**src/rtl/rst_seq_pkg.sv**
```systemverilog
package rst_seq_pkg;

    typedef enum logic [1:0] {
        CAUSE_NONE = 2'd0,
        CAUSE_FUND = 2'd1,
        CAUSE_CORE = 2'd2,
        CAUSE_XCVR = 2'd3
    } cause_e;

    typedef struct packed {
        logic fund_ok;
        logic core_ok;
        logic xcvr_ok;
    } health_t;

    function automatic logic health_good(health_t h);
        return h.fund_ok & h.core_ok & h.xcvr_ok;
    endfunction

    // Priority: fundamental, then core PLL, then transceiver PLL; clear last.
    function automatic cause_e next_cause(health_t h, cause_e cur, logic clr);
        if (!h.fund_ok) return CAUSE_FUND;
        if (!h.core_ok) return CAUSE_CORE;
        if (!h.xcvr_ok) return CAUSE_XCVR;
        if (clr)        return CAUSE_NONE;
        return cur;
    endfunction

endpackage

```
**src/rtl/rst_seq_sync.sv**
```systemverilog
module rst_seq_sync #(
    parameter int W      = 1,
    parameter int STAGES = 2
) (
    input  logic         clk,
    input  logic         arst_n,
    input  logic [W-1:0] d,
    output logic [W-1:0] q
);
    logic [STAGES-1:0][W-1:0] stg;

    always_ff @(posedge clk or negedge arst_n) begin
        if (!arst_n) stg <= '0;
        else         stg <= {stg[STAGES-2:0], d};
    end

    assign q = stg[STAGES-1];
endmodule

```
**src/rtl/rst_seq_settle.sv**
```systemverilog
module rst_seq_settle #(
    parameter int SETTLE_CYC = 16,
    parameter int CNT_W      = $clog2(SETTLE_CYC + 1)
) (
    input  logic             clk,
    input  logic             arst_n,
    input  logic             ok,
    output logic             settled,
    output logic [CNT_W-1:0] cnt
);
    localparam logic [CNT_W-1:0] LIMIT = CNT_W'(SETTLE_CYC);

    assign settled = (cnt == LIMIT);

    always_ff @(posedge clk or negedge arst_n) begin
        if (!arst_n)       cnt <= '0;
        else if (!ok)      cnt <= '0;
        else if (!settled) cnt <= cnt + 1'b1;
    end
endmodule

```
**src/rtl/rst_seq_cause.sv**
```systemverilog
module rst_seq_cause
    import rst_seq_pkg::*;
(
    input  logic    clk,
    input  health_t hlth,
    input  logic    clr,
    output cause_e  cause
);
    // No reset: a fundamental reset must write its own code here.
    always_ff @(posedge clk) begin
        cause <= next_cause(hlth, cause, clr);
    end
endmodule

```
**src/rtl/rst_release_seq.sv**
```systemverilog
module rst_release_seq
    import rst_seq_pkg::*;
#(
    parameter int NUM_XCVR    = 4,
    parameter int SETTLE_CYC  = 16,
    parameter int SYNC_STAGES = 2
) (
    input  logic                clk,
    input  logic                fund_rst_n,
    input  logic                core_lock,
    input  logic [NUM_XCVR-1:0] xcvr_lock,
    input  logic                cause_clr,
    output logic                user_rst,
    output logic [1:0]          cause
);
    localparam int CNT_W = $clog2(SETTLE_CYC + 1);
    localparam int LANES = NUM_XCVR + 1;

    logic             fund_s;
    logic [LANES-1:0] lock_s;
    health_t          hlth;
    logic             all_ok;
    logic             settled;
    logic [CNT_W-1:0] cnt;
    cause_e           cause_q;

    rst_seq_sync #(.W(1), .STAGES(SYNC_STAGES)) u_fund_sync (
        .clk    (clk),
        .arst_n (fund_rst_n),
        .d      (1'b1),
        .q      (fund_s)
    );

    rst_seq_sync #(.W(LANES), .STAGES(SYNC_STAGES)) u_lock_sync (
        .clk    (clk),
        .arst_n (fund_rst_n),
        .d      ({xcvr_lock, core_lock}),
        .q      (lock_s)
    );

    assign hlth.fund_ok = fund_s;
    assign hlth.core_ok = lock_s[0];
    assign hlth.xcvr_ok = &lock_s[LANES-1:1];
    assign all_ok       = health_good(hlth);

    rst_seq_settle #(.SETTLE_CYC(SETTLE_CYC), .CNT_W(CNT_W)) u_settle (
        .clk     (clk),
        .arst_n  (fund_rst_n),
        .ok      (all_ok),
        .settled (settled),
        .cnt     (cnt)
    );

    rst_seq_cause u_cause (
        .clk   (clk),
        .hlth  (hlth),
        .clr   (cause_clr),
        .cause (cause_q)
    );

    always_ff @(posedge clk or negedge fund_rst_n) begin
        if (!fund_rst_n) user_rst <= 1'b1;
        else             user_rst <= !(all_ok && settled);
    end

    assign cause = cause_q;
endmodule

```
**config.mk**
```make
export PLATFORM = sky130hd
export DESIGN_NAME = rst_release_seq
export DESIGN_NICKNAME = d
export VERILOG_FILES = /design/src/rtl/rst_seq_pkg.sv /design/src/rtl/rst_seq_sync.sv /design/src/rtl/rst_seq_settle.sv /design/src/rtl/rst_seq_cause.sv /design/src/rtl/rst_release_seq.sv
export SDC_FILE = /design/constraint.sdc
export NUM_CORES = 1
export LEC_CHECK = 0
export CORE_MARGIN = 4
export CORE_UTILIZATION = 49
export DETAILED_ROUTE_END_ITERATION = 8
export PLACE_DENSITY = 0.79
export SETUP_SLACK_MARGIN = 0.15
export SLEW_MARGIN = 15
export SYNTH_ARGS = -nofsm -noshare
export SYNTH_HDL_FRONTEND = slang
export SYNTH_SLANG_ARGS = --single-unit
```
**constraint.sdc**
```tcl
create_clock -name clk -period 1.7 [get_ports clk]
set_input_delay 0.425 -clock clk [delete_from_list [all_inputs] [get_ports clk]]
set_output_delay 0.425 -clock clk [all_outputs]
set_load 0.02 [all_outputs]
```
==> results of run 1 <==
==> flip-flops by register name, summed over array words and instances (netlist names) <==
signal / cells
u_lock_sync.stg: 5
u_fund_sync.q: 1
u_settle.cnt: 5
user_rst: 1
u_lock_sync.q: 5
u_fund_sync.stg: 1
u_cause.cause: 2
==> worst paths after layout <==
kind                                    start  depth (start not counted)            endpoint  slack [ns]
max in group asynchronous          fund_rst_n                          2            user_rst        1.01
min reg2reg                u_fund_sync.stg[0]                          0       u_fund_sync.q        0.36
min in group asynchronous          fund_rst_n                          2  u_lock_sync.stg[4]        0.44
max                          u_cause.cause[0]                          1            cause[0]        0.28
min                        u_fund_sync.stg[0]                          0       u_fund_sync.q        0.36
max reg2reg                   u_settle.cnt[0]                          5     u_settle.cnt[1]        0.41
==> routing by layer <==
metal	wire length (microns)	GRT usage [%]	part of all wire, %	vias up
met5	0	0	0	-
met3	60	2.37	6.8	4
met1	394	11.9	44	163
met2	407	16.7	46	10
met4	25	10.5	2.8	0
li1	-	-	-	177
==> cells in the mapped netlist <==
library cell	number
and4bb_4	1
nor3_1	1
dfstp_2	1
dfrtp_1	17
edfxtp_1	2
nand4_1	1
nor2_1	4
and4_4	1
ha_1	2
nand3_1	2
xnor2_1	2
or2_1	1
mux2i_1	1
nand2_1	1
a21boi_0	1
conb_1	1
inv_1	2
xor2_1	2
a21bo_2	1
nand3_2	1
==> metrics by stage <==
stage / cell area, sq um / utilization, % / hold slack, ns
2_1_floorplan: 694 / - / 0.129
3_3_place_gp: 821 / 62.3 / 0.333
3_5_place_dp: 821 / 62.3 / 0.335
4_1_cts: 870 / 66.0 / 0.360
5_1_grt: 866 / 65.7 / 0.366
6_report: 866 / 65.7 / 0.357
==> cell families after synthesis <==
logic type / synth area share [%]
flip-flops: 73.7
AND/OR/NAND/NOR: 12.1
XOR/XNOR: 5.05
adder cells (fa/ha/maj): 3.60
AO/OA/AOI/OAI: 2.52
buffers and inverters: 1.08
other: 0.540
multiplexers: 1.44
==> power breakdown <==
group,internal [W],total [W],switching [W]
logic,0.0000216,0.0000384,0.0000168
registers,0.000500,0.000506,0.00000612
clock network,0.000238,0.000375,0.000137
==> area by class of cell <==
| class | instances | area share, % |
|---|---|---|
| flip-flops and latches | 20 | 59.1 |
| multi-input cells | 23 | 20.2 |
| repair buffers | 11 | 11.6 |
| clock inverters | 1 | 3.47 |
| clock buffers | 3 | 2.60 |
| well taps | 15 | 2.17 |
| inverters | 2 | 0.867 |
==> timing repair <==
action	CTS	global route
gates resized for setup	3	2
pin swaps	0	0
gates cloned	0	0
setup endpoints to repair	3	1
==> key figures, run 1 <==
Placed design
  – Post-DP HPWL: 627 microns
  – PortBufs: 10
  – Gpl congestion: 0.720
  – Placed cells: 71
  – Place WS: 0.197 ns

Clock tree
  – Postcts setup bufs: 0
  – Htree depth: 1
  – # clock sinks: 20
  – Clock buffer depth: 2
  – Number of CTS-inserted buffers: 3
  – Root buffer cell: clkbuf_4
  – # hold bufs at CTS: 0
  – Clock-pin slew on the worst setup and hold paths: 0.11 ns
  – Clock latency on the worst-skew pair: 0.29 ns
  – CTS tree: done

STA
  – Clock period minus worst slack: 1.42 ns
  – Fmax: 0.706 GHz
  – Slew Viols, Final: 0
  – RSZ-0062 raised after global routing: false
  – Setup violations, final: 0
  – Final worst slack: 0.284 ns
  – Worst Clk Skew: 0.00283 ns
  – TNS Setup: 0 ns
  – Final Hold Fails: 0
  – Post-route clock period utilization: 83.3%

Hold path
  – HP Class: reg2reg

Logic synthesis
  – Cell Area, Synth: 694 sq um
  – Synth area leader: dfrtp_1
  – Yosys warns: 0
  – Area contributors post-synth: dfrtp_1 61%, edfxtp_1 8.6%, dfstp_2 3.8%
  – Syn Nets: 55
  – Post-synthesis register bit count: 20
  – Share of the synthesized area in the top cell type: 61.3%
  – Netlist cell types: 20
  – Avg Synthesized Cell Area: 15.4 sq um
  – Sequential area share after synthesis: 73.7%
  – Mapped Cells: 45

Critical path
  – Worst Path Arrival: 0.99 ns
  – Slowest CP cell: edfxtp_1
  – Crit-path max FO: 1
  – CP Cell Sequence: dlygate4sd2_1
  – Crit Path Class: reg2out
  – WP data required: 1.27 ns
  – Critical path capture point type: output port
  – CP delay by family, top: flip-flops
  – Worst path buffer plus inverter count: 1
  – Critical Path Start Type: register
  – Largest stage delay on the critical path: 0.37 ns

Floorplanning
  – Die footprint: 0.00208 sq mm
  – CORE AREA: 0.00132 sq mm
  – Core Rows: 13
  – Starting Density: 52.7%
  – Die Span Y: 45.6 microns
  – I/O pins: 11
  – Die Span X: 45.6 microns

Pwr
  – Overall Power: 0.000919 W
  – VDD IR-drop max: 0.000514 V
  – Pleak: 0.366 nW
  – PwrDens: 1060 mW/mm^2

Route
  – Antenna-violating nets left: 0
  – Via count: 354
  – Total Wirelength: 888 microns
  – DRC viols: 0
  – Drt first pass iters: 2
  – 1st-iter DRT viols: 1
  – WL/cell: 11.8 microns
  – Vias/cell: 4.72

Job
  – Max Cap Viol: 0

GRT
  – Number of global-route vias before repair: 373
  – Largest net degree at the start of global routing: 19
  – Initial antenna violation count: 0
  – Total gr overflow: 0
  – First-pass GRT wire length: 1480 microns
  – Total GRT Usage: 10.8%

Finish
  – Most common cell after layout, fill and taps aside: dfrtp_1
  – Sequential cell area: 512 sq um
  – Final net count: 71
  – Final cell count without fillers: 75
  – Fill count: 86
  – Layout cells sized above 1: 18.3%
  – Most frequent cells in the layout: 17 x dfrtp_1, 7 x clkdlybuf4s50_1, 4 x nor2_1
  – Area grow syn2layout: 24.7%
  – Diode count: 0
  – Multi-input logic area: 175 sq um

Run status
  – Run status: finished, final reports clean
Power figures use the tool's default switching activity.
==> run 2: changes to the inputs <==
Clock period 1.7 ns to 1.43 ns, I/O delays scaled along.
==> run 2 against run 1 <==
Against the previous run:
- first-iteration DRC count is 100% higher
- die area stayed put
- worst setup slack worse by 0.15 ns
- count of clock-buffer cells in the layout is 1 higher
- flip-flop and latch count stayed put
- hold slack worse by 0.0013 ns
- clock power is 18% lower
- critical path depth stayed put
- final cell count is 2.7% higher
- global-route usage is 0.31 points lower
- power is 4.2% higher
- utilization is 0.38 points higher
- critical endpoint is now user_rst
==> key figures, run 2 (same netlist as run 1, synthesis figures left out) <==
Run status
  – Run status: finished, final reports clean (unchanged)

Pwr
  – Clock share of power: 32.3% (was 40.8%)
  – Combinational fraction of design power: 4.8% (was 4.2%)
  – Pleak: 0.371 nW (was 0.366 nW)
  – PwrDens: 1100 mW/mm^2 (was 1060 mW/mm^2)
  – VDD IR-drop max: 0.000696 V (was 0.000514 V)
  – Int Pwr: 0.000774 W (was 0.000760 W)
  – Seq pwr share: 62.9% (was 55.0%)
  – Switch share: 19.1% (was 17.4%)
  – NetSw: 0.000183 W (was 0.000160 W)

Route
  – Total Wirelength: 907 microns (was 888 microns)
  – Antenna-violating nets left: 0 (unchanged)
  – DRC viols: 0 (unchanged)
  – Drt first pass iters: 2 (unchanged)
  – WL/cell: 11.8 microns (about the same)
  – Via count: 375 (was 354)
  – 1st-iter DRT viols: 2 (was 1)
  – Vias/cell: 4.87 (was 4.72)

Placed design
  – Area after DPL: 821 sq um (unchanged)
  – PortBufs: 10 (unchanged)
  – Gpl congestion: 0.710 (was 0.720)
  – Placed cells: 71 (unchanged)
  – Post-DP HPWL: 648 microns (was 627 microns)

Finish
  – Finished Cell Area: 871 sq um (was 866 sq um)
  – Diode count: 0 (unchanged)
  – Most common cell after layout, fill and taps aside: dfrtp_1 (unchanged)
  – Layout cells sized above 1: 25.8% (was 18.3%)
  – Final cell count without fillers: 77 (was 75)
  – Final net count: 73 (was 71)
  – Most frequent cells in the layout: 17 x dfrtp_1, 7 x clkdlybuf4s50_1, 4 x nor2_1 (unchanged)
  – Area grow syn2layout: 25.4% (was 24.7%)

Hold path
  – HP Class: reg2reg (unchanged)
  – Hold_sp: u_lock_sync.stg[2] (was u_fund_sync.stg[0])

GRT
  – Total gr overflow: 0 (unchanged)
  – Initial antenna violation count: 0 (unchanged)
  – Total GRT Usage: 10.5% (was 10.8%)
  – Largest net degree at the start of global routing: 19 (unchanged)
  – First-pass GRT wire length: 1510 microns (was 1480 microns)
  – Number of global-route vias before repair: 379 (was 373)

Floorplanning
  – Die Span Y: 45.6 microns (unchanged)
  – Starting Density: 52.7% (unchanged)
  – I/O pins: 11 (unchanged)
  – Core Rows: 13 (unchanged)
  – Die footprint: 0.00208 sq mm (unchanged)
  – CORE AREA: 0.00132 sq mm (unchanged)
  – Die Span X: 45.6 microns (unchanged)

STA
  – Setup violations, final: 0 (unchanged)
  – Fmax: 0.773 GHz
  – Final Hold Fails: 0 (unchanged)
  – Clock period minus worst slack: 1.29 ns
  – Post-route clock period utilization: 90.5%
  – RSZ-0062 raised after global routing: true (was false)
  – Worst Clk Skew: 0.00690 ns (was 0.00283 ns)
  – Slew Viols, Final: 0 (unchanged)

Job
  – Max Cap Viol: 0 (unchanged)

Clock tree
  – Clock-pin slew on the worst setup and hold paths: 0.10 ns (was 0.11 ns)
  – Number of CTS-inserted buffers: 3 (unchanged)
  – # hold bufs at CTS: 0 (unchanged)
  – Htree depth: 1 (unchanged)
  – CTS tree: done (unchanged)
  – Clock latency on the worst-skew pair: 0.29 ns (about the same)
  – Root buffer cell: clkbuf_4 (unchanged)
  – Clock buffer depth: 2 (unchanged)
  – # clock sinks: 20 (unchanged)

Critical path
  – Largest stage delay on the critical path: 0.54 ns (was 0.37 ns)
  – Worst Path Arrival: 0.94 ns (was 0.99 ns)
  – WP data required: 1.07 ns (was 1.27 ns)
  – CP Cell Sequence: buf_6 (was dlygate4sd2_1)
  – Worst path buffer plus inverter count: 1 (unchanged)
  – Crit Path Class: reg2out (unchanged)
  – Critical path capture point type: output port (unchanged)
  – Slowest CP cell: dfstp_2 (was edfxtp_1)
  – Crit-path max FO: 1 (unchanged)
  – CP delay by family, top: flip-flops (unchanged)
  – Critical Path Source: user_rst (was u_cause.cause[0])
  – Critical Path Start Type: register (unchanged)
  – R2r startpoint: u_settle.cnt[1] (was u_settle.cnt[0])
-- run 2: changes by cell type in the layout (fill, tap and decap cells not counted) --
cell           change
buf_2              +2
buf_4              +2
buf_6              +1
bufinv_16          -1
clkbuf_2           -1
clkbuf_8           +1
dlygate4sd2_1      -2
inv_1              -1
inv_2              +1
nand3_2            -1
nand3_4            +1
-- run 2: layout make-up --
class | instances | area [sq um]
inverters | 2 | 7.51
flip-flops and latches | 20 | 512
clock buffers | 4 | 36.3
repair buffers | 13 | 114
well taps | 15 | 18.8
fillers | 100 | 447
multi-input cells | 23 | 183
-- run 2: metal layers --
layer / global-route usage, % / routed length [microns] / vias to the layer above
met5: 0 / 0 / -
met3: 2.37 / 58 / 2
li1: - / - / 182
met1: 12.0 / 386 / 183
met4: 7.02 / 9 / 0
met2: 17.3 / 452 / 8
-- run 2: metrics by stage --
| stage | hold WS [ns] | total power (W) | util (%) | setup slack, ns | TNS, ns |
|---|---|---|---|---|---|
| floorplan | 0.0619 | 0.000623 | - | 0.242 | 0 |
| detailed placement | 0.335 | 0.000662 | 62.3 | -0.00546 | -0.00546 |
| global placement | 0.333 | 0.000660 | 62.3 | -0.00700 | -0.00700 |
| global route | 0.366 | 0.000996 | 66.1 | 0.105 | 0 |
| finish | 0.356 | 0.000958 | 66.1 | 0.136 | 0 |
| CTS | 0.358 | 0.000970 | 65.0 | 0.126 | 0 |
-- run 2: path summary, 6_finish.rpt --
path                                     to  slack, ns  cells past startpoint
setup / recovery                   user_rst       0.14                      1
hold / removal             u_lock_sync.q[2]       0.36                      0
setup reg to reg            u_settle.cnt[1]       0.18                      5
hold reg to reg            u_lock_sync.q[2]       0.36                      0
max in group asynchronous          user_rst       0.80                      2
min in group asynchronous   u_settle.cnt[3]       0.38                      2
-- run 2: repair_timing --
action,CTS,global route
resized for setup,14,2
setup buffers,1,1
pin swaps,0,1
endpoints found under the setup margin,4,3
-- run 2: power groups by stage --
stage / clock network, W / logic (W) / registers [W]
floorplan: 0 / 0.00000654 / 0.000616
global placement: 0 / 0.0000478 / 0.000612
detailed placement: 0 / 0.0000489 / 0.000613
CTS: 0.000322 / 0.0000464 / 0.000602
global route: 0.000340 / 0.0000506 / 0.000605
finish: 0.000309 / 0.0000458 / 0.000603
==> run 3: changes to the inputs <==
Settings changed: CTS_CLUSTER_SIZE set to 20.
==> results of run 3 <==
The final DEF is identical to that of run 2; final timing and power are the same.
